[config.mk]
export PLATFORM = sky130hd
export DESIGN_NAME = grp_sched
export DESIGN_NICKNAME = d
export VERILOG_FILES = /design/src/rtl/grp_sched_pkg.sv /design/src/rtl/grp_sched_queue.sv /design/src/rtl/grp_sched_pick.sv /design/src/rtl/grp_sched.sv
export SDC_FILE = /design/constraint.sdc
export NUM_CORES = 1
export LEC_CHECK = 0
export BUFFER_PORTS_ARGS = -buffer_cell sky130_fd_sc_hd__buf_4
export CORE_ASPECT_RATIO = 1.4
export CORE_UTILIZATION = 53
export DETAILED_ROUTE_END_ITERATION = 8
export HOLD_SLACK_MARGIN = 0.03
export PLACE_DENSITY = 0.77
export REMOVE_ABC_BUFFERS = 1
export SLEW_MARGIN = 40
export SYNTH_ARGS = -nofsm -noshare
export SYNTH_HDL_FRONTEND = slang
export SYNTH_SLANG_ARGS = --single-unit
[constraint.sdc]
create_clock -name clk_i -period 33.5 [get_ports clk_i]
set_input_delay 6.7 -clock clk_i [delete_from_list [all_inputs] [get_ports clk_i]]
set_output_delay 6.7 -clock clk_i [all_outputs]
set_load 0.05 [all_outputs]
[src/rtl/grp_sched_pkg.sv]
package grp_sched_pkg;

  typedef enum logic [1:0] {
    ST_IDLE   = 2'd0,
    ST_BUSY   = 2'd1,
    ST_DONE   = 2'd2,
    ST_STREAM = 2'd3
  } grp_st_e;

  typedef enum logic [1:0] {
    MD_ONESHOT = 2'd0,
    MD_CONT    = 2'd1,
    MD_BURST   = 2'd2,
    MD_RSVD    = 2'd3
  } grp_md_e;

endpackage

[src/rtl/grp_sched_queue.sv]
module grp_sched_queue #(
  parameter  int DEPTH = 8,
  parameter  int ID_W  = 3,
  localparam int IDX_W = $clog2(DEPTH),
  localparam int CNT_W = $clog2(DEPTH + 1)
) (
  input  logic                  clk_i,
  input  logic                  rst_ni,
  input  logic                  rm_i,
  input  logic [IDX_W-1:0]      rm_idx_i,
  input  logic                  pf_i,
  input  logic [ID_W-1:0]       pf_id_i,
  input  logic                  pb_i,
  input  logic [ID_W-1:0]       pb_id_i,
  output logic [DEPTH*ID_W-1:0] ids_o,
  output logic [CNT_W-1:0]      cnt_o
);

  localparam logic [CNT_W-1:0] CNT_ONE = CNT_W'(1);

  logic [ID_W-1:0]  q_q [DEPTH];
  logic [ID_W-1:0]  q_d [DEPTH];
  logic [CNT_W-1:0] cnt_q, cnt_d;

  // removal, then front insert, then back insert; rm and pf are exclusive
  always_comb begin
    q_d   = q_q;
    cnt_d = cnt_q;
    if (rm_i) begin
      for (int i = 0; i < DEPTH - 1; i++) begin
        if (i >= int'(rm_idx_i)) q_d[i] = q_d[i+1];
      end
      cnt_d = cnt_d - CNT_ONE;
    end
    if (pf_i) begin
      for (int i = DEPTH - 1; i > 0; i--) q_d[i] = q_d[i-1];
      q_d[0] = pf_id_i;
      cnt_d  = cnt_d + CNT_ONE;
    end
    if (pb_i) begin
      for (int i = 0; i < DEPTH; i++) begin
        if (i == int'(cnt_d)) q_d[i] = pb_id_i;
      end
      cnt_d = cnt_d + CNT_ONE;
    end
  end

  always_ff @(posedge clk_i or negedge rst_ni) begin
    if (!rst_ni) begin
      for (int i = 0; i < DEPTH; i++) q_q[i] <= '0;
      cnt_q <= '0;
    end else begin
      q_q   <= q_d;
      cnt_q <= cnt_d;
    end
  end

  for (genvar s = 0; s < DEPTH; s++) begin : g_out
    assign ids_o[s*ID_W +: ID_W] = q_q[s];
  end
  assign cnt_o = cnt_q;

  AST_NO_OVERFLOW: assert property (@(posedge clk_i) disable iff (!rst_ni)
    (cnt_q == CNT_W'(DEPTH)) |-> !(pf_i || (pb_i && !rm_i)));
  AST_FRONT_NO_REMOVE: assert property (@(posedge clk_i) disable iff (!rst_ni)
    !(pf_i && rm_i));
  AST_REMOVE_VALID: assert property (@(posedge clk_i) disable iff (!rst_ni)
    rm_i |-> (CNT_W'(rm_idx_i) < cnt_q));

endmodule

[src/rtl/grp_sched_pick.sv]
module grp_sched_pick #(
  parameter  int DEPTH  = 8,
  parameter  int PRIO_W = 3,
  localparam int IDX_W  = $clog2(DEPTH),
  localparam int CNT_W  = $clog2(DEPTH + 1)
) (
  input  logic [DEPTH*PRIO_W-1:0] prio_i,
  input  logic [CNT_W-1:0]        cnt_i,
  input  logic                    new_vld_i,
  input  logic [PRIO_W-1:0]       new_prio_i,
  input  logic                    by_prio_i,
  output logic                    any_o,
  output logic                    from_q_o,
  output logic [IDX_W-1:0]        idx_o
);

  logic              found;
  logic [PRIO_W-1:0] best;

  // strict compare keeps the earliest slot among equal priorities
  always_comb begin
    found = 1'b0;
    best  = '0;
    idx_o = '0;
    for (int i = 0; i < DEPTH; i++) begin
      if (i < int'(cnt_i)) begin
        if (!found || (by_prio_i && (prio_i[i*PRIO_W +: PRIO_W] > best))) begin
          found = 1'b1;
          best  = prio_i[i*PRIO_W +: PRIO_W];
          idx_o = IDX_W'(i);
        end
      end
    end
    from_q_o = found && !(new_vld_i && by_prio_i && (new_prio_i > best));
    any_o    = found || new_vld_i;
  end

endmodule

[src/rtl/grp_sched.sv]
module grp_sched
  import grp_sched_pkg::*;
#(
  parameter  int N_GRP   = 8,
  parameter  int PRIO_W  = 3,
  parameter  int LEN_W   = 4,
  parameter  int PASS_W  = 3,
  parameter  int Q_DEPTH = 8,
  localparam int GID_W   = $clog2(N_GRP),
  localparam int QI_W    = $clog2(Q_DEPTH),
  localparam int QC_W    = $clog2(Q_DEPTH + 1)
) (
  input  logic                    clk_i,
  input  logic                    rst_ni,
  input  logic                    preempt_en_i,
  input  logic [N_GRP*PRIO_W-1:0] cfg_prio_i,
  input  logic [N_GRP*LEN_W-1:0]  cfg_len_i,
  input  logic [N_GRP*2-1:0]      cfg_mode_i,
  input  logic [N_GRP*PASS_W-1:0] cfg_pass_i,
  input  logic                    start_i,
  input  logic [GID_W-1:0]        start_id_i,
  input  logic                    stop_i,
  input  logic [GID_W-1:0]        stop_id_i,
  input  logic                    ch_done_i,
  output logic                    active_vld_o,
  output logic [GID_W-1:0]        active_id_o,
  output logic [LEN_W-1:0]        ch_idx_o,
  output logic [N_GRP*2-1:0]      status_o,
  output logic                    done_o,
  output logic [GID_W-1:0]        done_id_o,
  output logic                    err_o
);

  grp_st_e            st_q [N_GRP];
  logic               run_vld_q, run_vld_d;
  logic [GID_W-1:0]   run_id_q, run_id_d;
  logic [LEN_W-1:0]   ch_q, ch_d;
  logic [PASS_W-1:0]  pass_q, pass_d;
  logic               done_q, err_q;
  logic [GID_W-1:0]   done_id_q;

  logic [LEN_W-1:0]   run_len;
  grp_md_e            run_mode;
  logic [PASS_W-1:0]  run_pass;
  logic [PRIO_W-1:0]  run_prio, new_prio;

  logic pass_end, stop_hit, acc, last_pass, fin, run_free, preempt;

  logic [Q_DEPTH*GID_W-1:0]  q_ids;
  logic [QC_W-1:0]           q_cnt;
  logic [GID_W-1:0]          slot_id [Q_DEPTH];
  logic [Q_DEPTH*PRIO_W-1:0] slot_prio;
  logic                      pick_any, pick_from_q;
  logic [QI_W-1:0]           pick_idx;
  logic                      q_rm, q_pf, q_pb;

  // current-group configuration lookup
  assign run_len  = cfg_len_i[run_id_q*LEN_W +: LEN_W];
  assign run_mode = grp_md_e'(cfg_mode_i[run_id_q*2 +: 2]);
  assign run_pass = cfg_pass_i[run_id_q*PASS_W +: PASS_W];
  assign run_prio = cfg_prio_i[run_id_q*PRIO_W +: PRIO_W];
  assign new_prio = cfg_prio_i[start_id_i*PRIO_W +: PRIO_W];

  // request decode
  assign pass_end = run_vld_q && ch_done_i && (ch_q == run_len);
  assign stop_hit = stop_i && run_vld_q && (stop_id_i == run_id_q);
  assign acc      = start_i && (st_q[start_id_i] != ST_BUSY);

  always_comb begin
    unique case (run_mode)
      MD_CONT:  last_pass = 1'b0;
      MD_BURST: last_pass = (pass_q == run_pass);
      default:  last_pass = 1'b1;
    endcase
  end

  assign fin      = pass_end && !stop_hit && last_pass;
  assign run_free = !run_vld_q || stop_hit || fin;
  assign preempt  = !run_free && acc && preempt_en_i && (new_prio > run_prio);

  // pending list
  for (genvar s = 0; s < Q_DEPTH; s++) begin : g_slot
    assign slot_id[s] = q_ids[s*GID_W +: GID_W];
    assign slot_prio[s*PRIO_W +: PRIO_W] = cfg_prio_i[slot_id[s]*PRIO_W +: PRIO_W];
  end

  grp_sched_pick #(
    .DEPTH  (Q_DEPTH),
    .PRIO_W (PRIO_W)
  ) u_pick (
    .prio_i     (slot_prio),
    .cnt_i      (q_cnt),
    .new_vld_i  (acc && run_free),
    .new_prio_i (new_prio),
    .by_prio_i  (preempt_en_i),
    .any_o      (pick_any),
    .from_q_o   (pick_from_q),
    .idx_o      (pick_idx)
  );

  assign q_rm = run_free && pick_from_q;
  assign q_pf = preempt;
  assign q_pb = acc && (run_free ? pick_from_q : !preempt);

  grp_sched_queue #(
    .DEPTH (Q_DEPTH),
    .ID_W  (GID_W)
  ) u_queue (
    .clk_i    (clk_i),
    .rst_ni   (rst_ni),
    .rm_i     (q_rm),
    .rm_idx_i (pick_idx),
    .pf_i     (q_pf),
    .pf_id_i  (run_id_q),
    .pb_i     (q_pb),
    .pb_id_i  (start_id_i),
    .ids_o    (q_ids),
    .cnt_o    (q_cnt)
  );

  // running context
  always_comb begin
    run_vld_d = run_vld_q;
    run_id_d  = run_id_q;
    ch_d      = ch_q;
    pass_d    = pass_q;
    if (run_free) begin
      run_vld_d = pick_any;
      run_id_d  = pick_from_q ? slot_id[pick_idx] : start_id_i;
      ch_d      = '0;
      pass_d    = '0;
    end else if (preempt) begin
      run_id_d  = start_id_i;
      ch_d      = '0;
      pass_d    = '0;
    end else if (pass_end) begin
      ch_d      = '0;
      pass_d    = pass_q + PASS_W'(1);
    end else if (ch_done_i) begin
      ch_d      = ch_q + LEN_W'(1);
    end
  end

  always_ff @(posedge clk_i or negedge rst_ni) begin
    if (!rst_ni) begin
      run_vld_q <= 1'b0;
      run_id_q  <= '0;
      ch_q      <= '0;
      pass_q    <= '0;
      done_q    <= 1'b0;
      done_id_q <= '0;
      err_q     <= 1'b0;
    end else begin
      run_vld_q <= run_vld_d;
      run_id_q  <= run_id_d;
      ch_q      <= ch_d;
      pass_q    <= pass_d;
      done_q    <= pass_end && !stop_hit;
      done_id_q <= run_id_q;
      err_q     <= (start_i && !acc) || (stop_i && !stop_hit);
    end
  end

  // per-group status
  for (genvar g = 0; g < N_GRP; g++) begin : g_st
    logic is_run;
    assign is_run = (run_id_q == GID_W'(g));

    always_ff @(posedge clk_i or negedge rst_ni) begin
      if (!rst_ni) begin
        st_q[g] <= ST_IDLE;
      end else if (stop_hit && is_run) begin
        st_q[g] <= ST_IDLE;
      end else if (fin && is_run) begin
        st_q[g] <= (run_mode == MD_BURST) ? ST_STREAM : ST_DONE;
      end else if (acc && (start_id_i == GID_W'(g))) begin
        st_q[g] <= ST_BUSY;
      end
    end

    assign status_o[g*2 +: 2] = st_q[g];
  end

  assign active_vld_o = run_vld_q;
  assign active_id_o  = run_id_q;
  assign ch_idx_o     = ch_q;
  assign done_o       = done_q;
  assign done_id_o    = done_id_q;
  assign err_o        = err_q;

  AST_RUN_IS_BUSY: assert property (@(posedge clk_i) disable iff (!rst_ni)
    active_vld_o |-> (st_q[active_id_o] == ST_BUSY));
  AST_CH_IN_RANGE: assert property (@(posedge clk_i) disable iff (!rst_ni)
    active_vld_o |-> (ch_idx_o <= run_len));
  AST_CH_HOLD: assert property (@(posedge clk_i) disable iff (!rst_ni)
    (active_vld_o && !ch_done_i && !start_i && !stop_i)
      |=> (active_vld_o && $stable(ch_idx_o) && $stable(active_id_o)));
  AST_DUP_ERR: assert property (@(posedge clk_i) disable iff (!rst_ni)
    (start_i && (st_q[start_id_i] == ST_BUSY)) |=> err_o);
  AST_DONE_CAUSE: assert property (@(posedge clk_i) disable iff (!rst_ni)
    done_o |-> $past(ch_done_i));
  AST_ONESHOT_FREE: assert property (@(posedge clk_i) disable iff (!rst_ni)
    (active_vld_o && ch_done_i && !start_i && !stop_i && (ch_idx_o == run_len)
      && (run_mode == MD_ONESHOT) && (q_cnt == '0)) |=> !active_vld_o);

endmodule

# Word-level counts from Yosys, hierarchy flattened
# Index checks and enable logic that the tools add are counted.
[word_totals]
reg_bits = 60
[op_classes]
add_sub_neg = 5
multipliers = 10
n_lt_le_gt_ge = 26
eq_ne = 27
shift = 13
mux = 108
n_bitwise = 2
n_reduce_logical = 87
[op_table]
columns = ["op", "n"]
rows = [
  ["$shiftx A24 B6 Y3", 11],
  ["$mux W3", 51],
  ["$mux W2", 26],
  ["$mul A3 B2 Y5 const B", 10],
  ["$logic_and A1 B1 Y1", 49],
  ["$mux W24", 2],
  ["$shiftx A32 B6 Y4", 1],
  ["$mux W4", 7],
  ["$gt A3 B3 Y1", 9],
  ["$reduce_bool A3 Y1", 9],
  ["$eq A3 B3 Y1 const B", 8],
  ["$mux W21", 1],
  ["$mux W1", 18],
  ["$eq A4 B4 Y1 const A", 4],
  ["$lt A3 B4 Y1 const A", 4],
  ["$shiftx A16 B5 Y2", 1],
  ["$logic_not A1 Y1", 13],
  ["$add A4 B1 Y4 const B", 3],
  ["$eq A3 B2 Y1 const B", 4],
  ["$logic_or A1 B1 Y1", 11],
  ["$bmux W3 S3", 1],
  ["$ge A3 B3 Y1 const A", 3],
  ["$eq A3 B4 Y1 const A", 2],
  ["$ge A4 B4 Y1 const B", 2],
  ["other kinds (20)", 28],
]

# Depth between registers and ports, before layout
# Gate-level depths: netlist of the first run.
[logic_depth]
word_depth = 49
depth_mapped = 78
depth_no_buf = 73

# Hierarchy
# Synthesis of the first run repeated with hierarchy kept, for this count alone.
[unflattened]
hier_cells = 757
area_unflattened_um2 = 7516.0
[by_module_without_submodules]
columns = ["mod", "instances", "cells_per_inst", "area_each_um2"]
rows = [
  ["grp_sched", 1, 382, 4361.7],
  ["grp_sched_queue", 1, 206, 1998.2],
  ["grp_sched_pick", 1, 169, 1156.1],
]

# Least setup slack after synthesis of the first run
# No wires, ideal clock.
[synth_timing]
path_type = "input to register"
start = "input port cfg_prio_i[23]"
end = "register u_queue.q_q (netlist bit u_queue.ids_o[12])"
setup_time_ps = 95
arrival_time_ps = 20014
required_time_ps = 33405
slack_ps = 13391
cell_stages = 71
path_buffers = 6
cell_sequence = "mux4_2 mux2_2 ha_1 nand2_1 nor4b_1 a211oi_2 a21o_1 buf_2 nor2_1 a21oi_1 ha_1 or2_2 maj3_1 a31o_2 a21oi_1 mux2_2 nor2_1 o21ai_0 [35 not listed] nand2b_1 nand4_1 o21ai_0 ha_1 nor2b_1 o21ai_0 a21oi_1 nand2_1 o211ai_2 clkbuf_1 xnor2_1 ha_1 nand2_1 xnor2_1 and2b_1 and3_1 clkbuf_1 o31ai_1"
[synth_rtl]
columns = ["element", "line", "source"]
rows = [
  ["start, declared", "grp_sched.sv:16", "input logic [N_GRP*PRIO_W-1:0] cfg_prio_i,"],
  ["end signal, assigned", "grp_sched_queue.sv:53", "q_q <= q_d;"],
  ["end, declared", "grp_sched_queue.sv:21", "logic [ID_W-1:0] q_q [DEPTH];"],
]

==> out/metrics.cfg, run 1 <==
[cells_and_area]
insertedDiodeCount=0
nets=984
layout-drive-gt1-share_pct=32.8
syn2layout_area_growth_pct=19.5
n_fill_cell=1100

[cts]
cts_tree=yes
cts-root-buf=clkbuf_16
cts_setup_buffers=0
cts.clk_slew.worst_paths_ns=0.05
cts_sinks=60
ctsResizeCount=0
cts_htree_levels=3
cts_buffers=9
clock_latency_ns=0.33
clockBufferDepth=2
cts_hold_buf=0

[setup_path]
cp_top_family=compound AO/OA/AOI/OAI gates
critical_path_required_ns=33.71
worstPathMaxFanout=18
cp.arrival_ns=21.93
cpPeakStageDelay_ns=0.49
crit_top_cell=ha_1
worstSetupStartpointType=primary input
cp_slowest_cell=o21ai_0
path_buf_inv=2
path_class=in2reg
endpoint_kind=flop

[outcome]
outcome=finished, final reports clean

[placement]
io_buffers=136
dp_hpwl_um=19300
place_congestion=1.07

[yosys]
synthTopCellsByCount=78 x mux4_2, 74 x nand2_1, 60 x dfrtp_1
synth_area_um2=7280
netlist_top_cells_area=mux4_2 24%, dfrtp_1 21%, mux2i_1 6.1%
async_flop_share_pct=100
yosys_warnings=0
synth_edf_count=0
synth.distinct_cells=76
ys.flop_type=dfrtp_1
ys_ff_latch=60
synth_top_area_share_pct=24.1
synth.avg_cell_area_um2=9.64
synth_most_common_cell=mux4_2
syn_inst=755
yosys.area.top_type=mux4_2
synth-seq-area-share_pct=20.6

[routing]
firstDrtPassIters=5
drtIter0Drc=594
drc_errors=0
final_antenna_net_count=0
via_count=7219
wl_um=25700
wl_per_cell_um=24.8
viasPerCell=6.97

[timing]
grt_setup_unrepaired=false
finalCriticalPeriod_ns=21.72
setup_viol=0
skew_ns=0.00580
whs_ns=0.505
hold_violations=0
final.setup.tns_ns=0
max_freq_mhz=46.0
slew_headroom_pct=46.3
tightest_slew_ns=0.783
fin_crit_sh_pct=64.8
slew_violations=0

[global_routing]
grt_pass1_wl_um=39900
antenna_found_initial=1
grt_max_degree=61
grt_pass1_vias=7392
grt_overflow_total=0
grt_usage_pct=37.5

[floorplanning]
coreArea_um2=13400
fp-row-count=50
initial_core_util_pct=54.3
die_h_um=141
dieArea_um2=14200
io_pins=137
die_x_um=101

[worst_hold_path]
hold_class=reg2reg

[job]
maxCapViolCount=0

## cell usage in the layout, fill, tap and decap left out, types with 3 or more instances in the layout
master     Yosys  layout
a211oi_1       3       3
a21o_1         3       3
a21oi_1       21      21
a221oi_1       3       3
a31oi_1        9       9
and2_1         6       6
and3_1         7       7
buf_4          0     140
bufinv_16      0       3
clkbuf_16      0       9
clkinv_1       4       4
dfrtp_1       60      59
ha_1          27      27
inv_1         23      23
mux2_2        15      15
mux2i_1       44      44
mux4_2        78      78
nand2_1       74      74
nand2b_1      14      14
nand3_1       14      14
nand4_1       10      10
nor2_1        50      50
nor2b_1       13      13
nor3_1        22      22
nor3b_1        5       5
o211ai_1       9       9
o21a_1         7       7
o21ai_0       49      49
o221ai_1       9       9
o22ai_1       21      21
o31ai_1        7       7
o32ai_1        8       8
or2_2          8       8
or3_1          5       4
xnor2_1       13      13
xor2_1         8       8
## path summary, 6_finish.rpt
kind,to,slack (ns),cells past startpoint,startpoint
setup / recovery,u_queue.ids_o[17],11.78,67,cfg_prio_i[9]
min in group asynchronous,status_o[0],6.33,1,rst_ni
hold / removal,status_o[5],0.50,1,status_o[5]
max in group asynchronous,active_id_o[0],26.74,1,rst_ni
hold reg to reg,status_o[5],0.50,1,status_o[5]
setup reg to reg,u_queue.ids_o[17],17.39,66,u_queue.ids_o[3]
## registers in the layout (all words and copies together), names as in the netlist
signal / cells
active_vld_o: 1
ch_idx_o: 4
done_o: 1
done_id_o: 3
status_o: 16
pass_q: 3
u_queue.ids_o: 24
err_o: 1
u_queue.cnt_o: 4
active_id_o: 3
## through the flow
step	instances	area, um2	setup slack [ns]	utilization, %
after CTS	1036	8690	12.06	64.9
after global placement	1020	8330	12.45	62.2
after detailed placement	1020	8340	11.79	62.3
final	1036	8700	11.78	65.0
after floorplan	697	7040	13.26	-
after global routing	1036	8700	10.49	65.0
## routing by layer
layer / GRT usage (%) / vias to the layer above / share of wire (%)
met3: 7.49 / 140 / 9.3
met2: 62.7 / 468 / 49
met5: 0 / - / 0.051
met1: 41.4 / 3501 / 33
li1: - / 3108 / -
met4: 29.1 / 2 / 8.8
## area by class of cell
class                   count  area, um2  share of cell area (%)
well taps                 182        228                    2.62
inverters                  27        101                    1.17
clock inverters             6        111                    1.28
flip-flops and latches     60       1500                    17.3
clock buffers              10        239                    2.75
multi-input cells         610       5450                    62.7
repair buffers            141       1060                    12.2
## cells by family after synthesis
family	after synthesis	share of synthesized area, %
compound gates	174	16.6
flops	60	20.6
mux	140	33.0
fa+ha+maj	30	5.07
simple gates	245	17.5
buf+inv	85	4.69
xor+xnor	21	2.53
## worst register-to-register path, delay by kind of cell, from the launching register on
kind	cells	cell delay, ns
simple gates	23	3.81
buf+inv	1	0.08
mux	5	1.87
flops	1	0.79
compound gates	26	6.07
fa+ha+maj	10	2.89
xor+xnor	1	0.48
Power of run 1 is left out: the tool's default activity adds up to more than one toggle a clock period on the data nets, which glitch-free logic cannot reach.
==> run 2, diff against run 1 <==
--- a/config.mk
+++ b/config.mk
@@ -5,12 +5,13 @@
 export SDC_FILE = /design/constraint.sdc
 export NUM_CORES = 1
 export LEC_CHECK = 0
+export ABC_AREA = 1
 export BUFFER_PORTS_ARGS = -buffer_cell sky130_fd_sc_hd__buf_4
 export CORE_ASPECT_RATIO = 1.4
 export CORE_UTILIZATION = 53
 export DETAILED_ROUTE_END_ITERATION = 8
 export HOLD_SLACK_MARGIN = 0.03
-export PLACE_DENSITY = 0.77
+export PLACE_DENSITY = 0.79
 export REMOVE_ABC_BUFFERS = 1
 export SLEW_MARGIN = 40
 export SYNTH_ARGS = -nofsm -noshare
==> constraint.sdc (replaced) <==
create_clock -name clk_i -period 18 [get_ports clk_i]
set_input_delay 3.6 -clock clk_i [delete_from_list [all_inputs] [get_ports clk_i]]
set_output_delay 3.6 -clock clk_i [all_outputs]
set_load 0.05 [all_outputs]
==> run 2 against run 1 <==
Against the previous run:
- critical path depth grew 17
- sequential share of layout area fell by 0.49 points
- first-iteration DRC count increased by 43%
- worst hold slack better by 0.042 ns
- wire length up 13%
- critical endpoint is now u_queue.ids_o[10]
- highest routed layer is now met4
==> out/metrics.cfg, run 2 <==
[outcome]
outcome=finished, final reports clean

[timing]
fin_ws_ns=1.65  ; -10.13 ns
setup_viol=0  ; unchanged
tightest_slew_ns=0.965  ; +0.182 ns
final.setup.tns_ns=0  ; unchanged
grt_setup_unrepaired=false
slew_headroom_pct=35.5  ; -11 points
whs_ns=0.547  ; +0.0422 ns
slew_violations=0  ; unchanged
fin_crit_sh_pct=90.8
max_freq_mhz=61.2
skew_ns=0.00518  ; -0.000624 ns
hold_violations=0  ; unchanged
finalCriticalPeriod_ns=16.35

[yosys]
synth.avg_cell_area_um2=6.05  ; -37%
ys_ff_latch=60  ; unchanged
synth_area_um2=7640  ; +5.1%
synth_edf_count=0  ; unchanged
synth-seq-area-share_pct=19.6  ; -0.99 points
synth_most_common_cell=nand2_1
syn_inst=1264  ; +67%
netlist_top_cells_area=dfrtp_1 20%, nand2_1 14%, o21ai_0 9.4%
async_flop_share_pct=100  ; unchanged
synth.distinct_cells=56  ; -26%
synth_top_area_share_pct=19.6  ; -4.5 points
yosys_warnings=0  ; unchanged
synthTopCellsByCount=283 x nand2_1, 155 x inv_1, 144 x o21ai_0
yosys.area.top_type=dfrtp_1
ys.flop_type=dfrtp_1

[setup_path]
cpPeakStageDelay_ns=0.38  ; -0.11 ns
worstPathMaxFanout=14  ; -4
reg2reg_slack_ns=4.26  ; -13.13 ns
reg2reg_depth=83  ; +26%
timing.rr.start=u_queue.ids_o[0]
crit_top_cell=o21ai_0
endpoint=u_queue.ids_o[10]
path_class=in2reg
cp_slowest_cell=or3_1
cp_top_family=simple AND/OR/NAND/NOR gates
crit_start=cfg_prio_i[15]
path_buf_inv=9  ; +7
cp.arrival_ns=16.60  ; -5.33 ns
r2r-end=u_queue.ids_o[10]
endpoint_kind=flop
critical_path_required_ns=18.26  ; -15.45 ns
worstSetupStartpointType=primary input
worst-path-stages=84  ; +25%

[cells_and_area]
largest_reg_flops=24  ; unchanged
syn2layout_area_growth_pct=17.0
final_common_cell=nand2_1
layout-drive-gt1-share_pct=16.7  ; -16 points
nets=1492  ; +52%
final_cell_mix=283 x nand2_1, 154 x inv_1, 142 x o21ai_0, 140 x buf_4, 123 x nand3_1
final_area_um2=8940  ; +2.8%
insertedDiodeCount=0  ; unchanged

[routing]
via_count=9538  ; +32%
viasPerCell=6.17  ; -12%
routed.top_layer=met4
wl_met1_um=10200  ; +20%
wl_um=29100  ; +13%
drtIter0Drc=848  ; +43%
drc_errors=0  ; unchanged
firstDrtPassIters=9  ; +4
dr_wl_met3_um=2910  ; +22%
final_antenna_net_count=0  ; unchanged
wl_per_cell_um=18.8  ; -24%
wl_met2_um=13500  ; +7.6%

[job]
maxCapViolCount=0  ; unchanged

[cts]
cts.clk_slew.worst_paths_ns=0.05  ; about the same
cts_setup_buffers=0  ; unchanged
cts_hold_buf=0  ; unchanged
clockBufferDepth=2  ; unchanged
cts_htree_levels=3  ; unchanged
cts-root-buf=clkbuf_16
cts_sinks=60  ; unchanged
ctsResizeCount=0  ; unchanged
clock_latency_ns=0.33  ; about the same
cts_tree=yes
cts_buffers=9  ; unchanged

[placement]
place_congestion=1.01  ; -6.0%
io_buffers=136  ; unchanged
pre_cts_ws_ns=1.23  ; -10.56 ns
dp_hpwl_um=21800  ; +13%
placed_area_um2=8640  ; +3.5%

[floorplanning]
die_h_um=144  ; +2.5%
io_pins=137  ; unchanged
coreArea_um2=14000  ; +4.4%
dieArea_um2=14900  ; +5.0%
die_x_um=103  ; +2.4%
initial_core_util_pct=54.7  ; +0.35 points
fp-row-count=51  ; +2.0%

[global_routing]
grt_pass1_wl_um=45900  ; +15%
grt_max_degree=61  ; unchanged
grt_usage_pct=41.2  ; +3.7 points
grt_overflow_total=0  ; unchanged
grt_pass1_vias=8929  ; +21%
antenna_found_initial=1  ; unchanged

[worst_hold_path]
hold_class=reg2reg

==> run 2: cell types whose count changed after synthesis, sizes merged, moves of 14 or more <==
| cell | change |
|---|---|
| nor2 | +29 |
| nand2 | +243 |
| mux4 | -78 |
| nand2b | -14 |
| mux2i | -44 |
| o21ai | +97 |
| a21oi | +97 |
| nand3 | +117 |
| mux2 | -18 |
| inv | +140 |
| a22oi | +33 |
==> run 2: worst min path at each step <==
stage                      from           to  cells past startpoint
finish              status_o[0]  status_o[0]                      2
global route        status_o[0]  status_o[0]                      2
CTS                 status_o[0]  status_o[0]                      2
detailed placement  status_o[0]  status_o[0]                      2
global placement    status_o[0]  status_o[0]                      2
floorplan             pass_q[2]    pass_q[2]                      2
==> run 2: worst min-delay path, delay by kind of cell (launching register included) <==
kind	cells	cell delay [ns]
simple gates	2	0.13
flops	1	0.37
==> run 2: kinds of logic (layout without fill, tap and decap cells) <==
group,Yosys count,after routing,synth area share (%)
AND/OR/NAND/NOR,561,561,33.4
AO/OA/AOI/OAI,373,373,28.7
buffers and inverters,230,328,12.3
flip-flops,60,60,19.6
adder cells (fa/ha/maj),27,27,4.42
XOR/XNOR,13,13,1.49
==> run 2: final cells by class <==
cell class              instances  area [um2]
multi-input cells             974        5220
repair buffers                141        1060
inverters                     171         642
well taps                     185         231
clock inverters                 1        5.00
clock buffers                  15         278
fillers                      1392        5030
flip-flops and latches         60        1500
==> run 2: through the flow <==
step	util, %	std cells
floorplan	-	1205
global placement	61.8	1531
detailed placement	61.8	1531
CTS	63.8	1547
global route	64.0	1547
finish	64.0	1547
==> run 2: metal layers <==
metal	vias up	GRT usage, %
met5	-	0
met4	0	34.0
met3	156	13.8
met2	594	64.5
met1	4302	44.4
li1	4486	-
Power of run 2 is left out for the same reason.
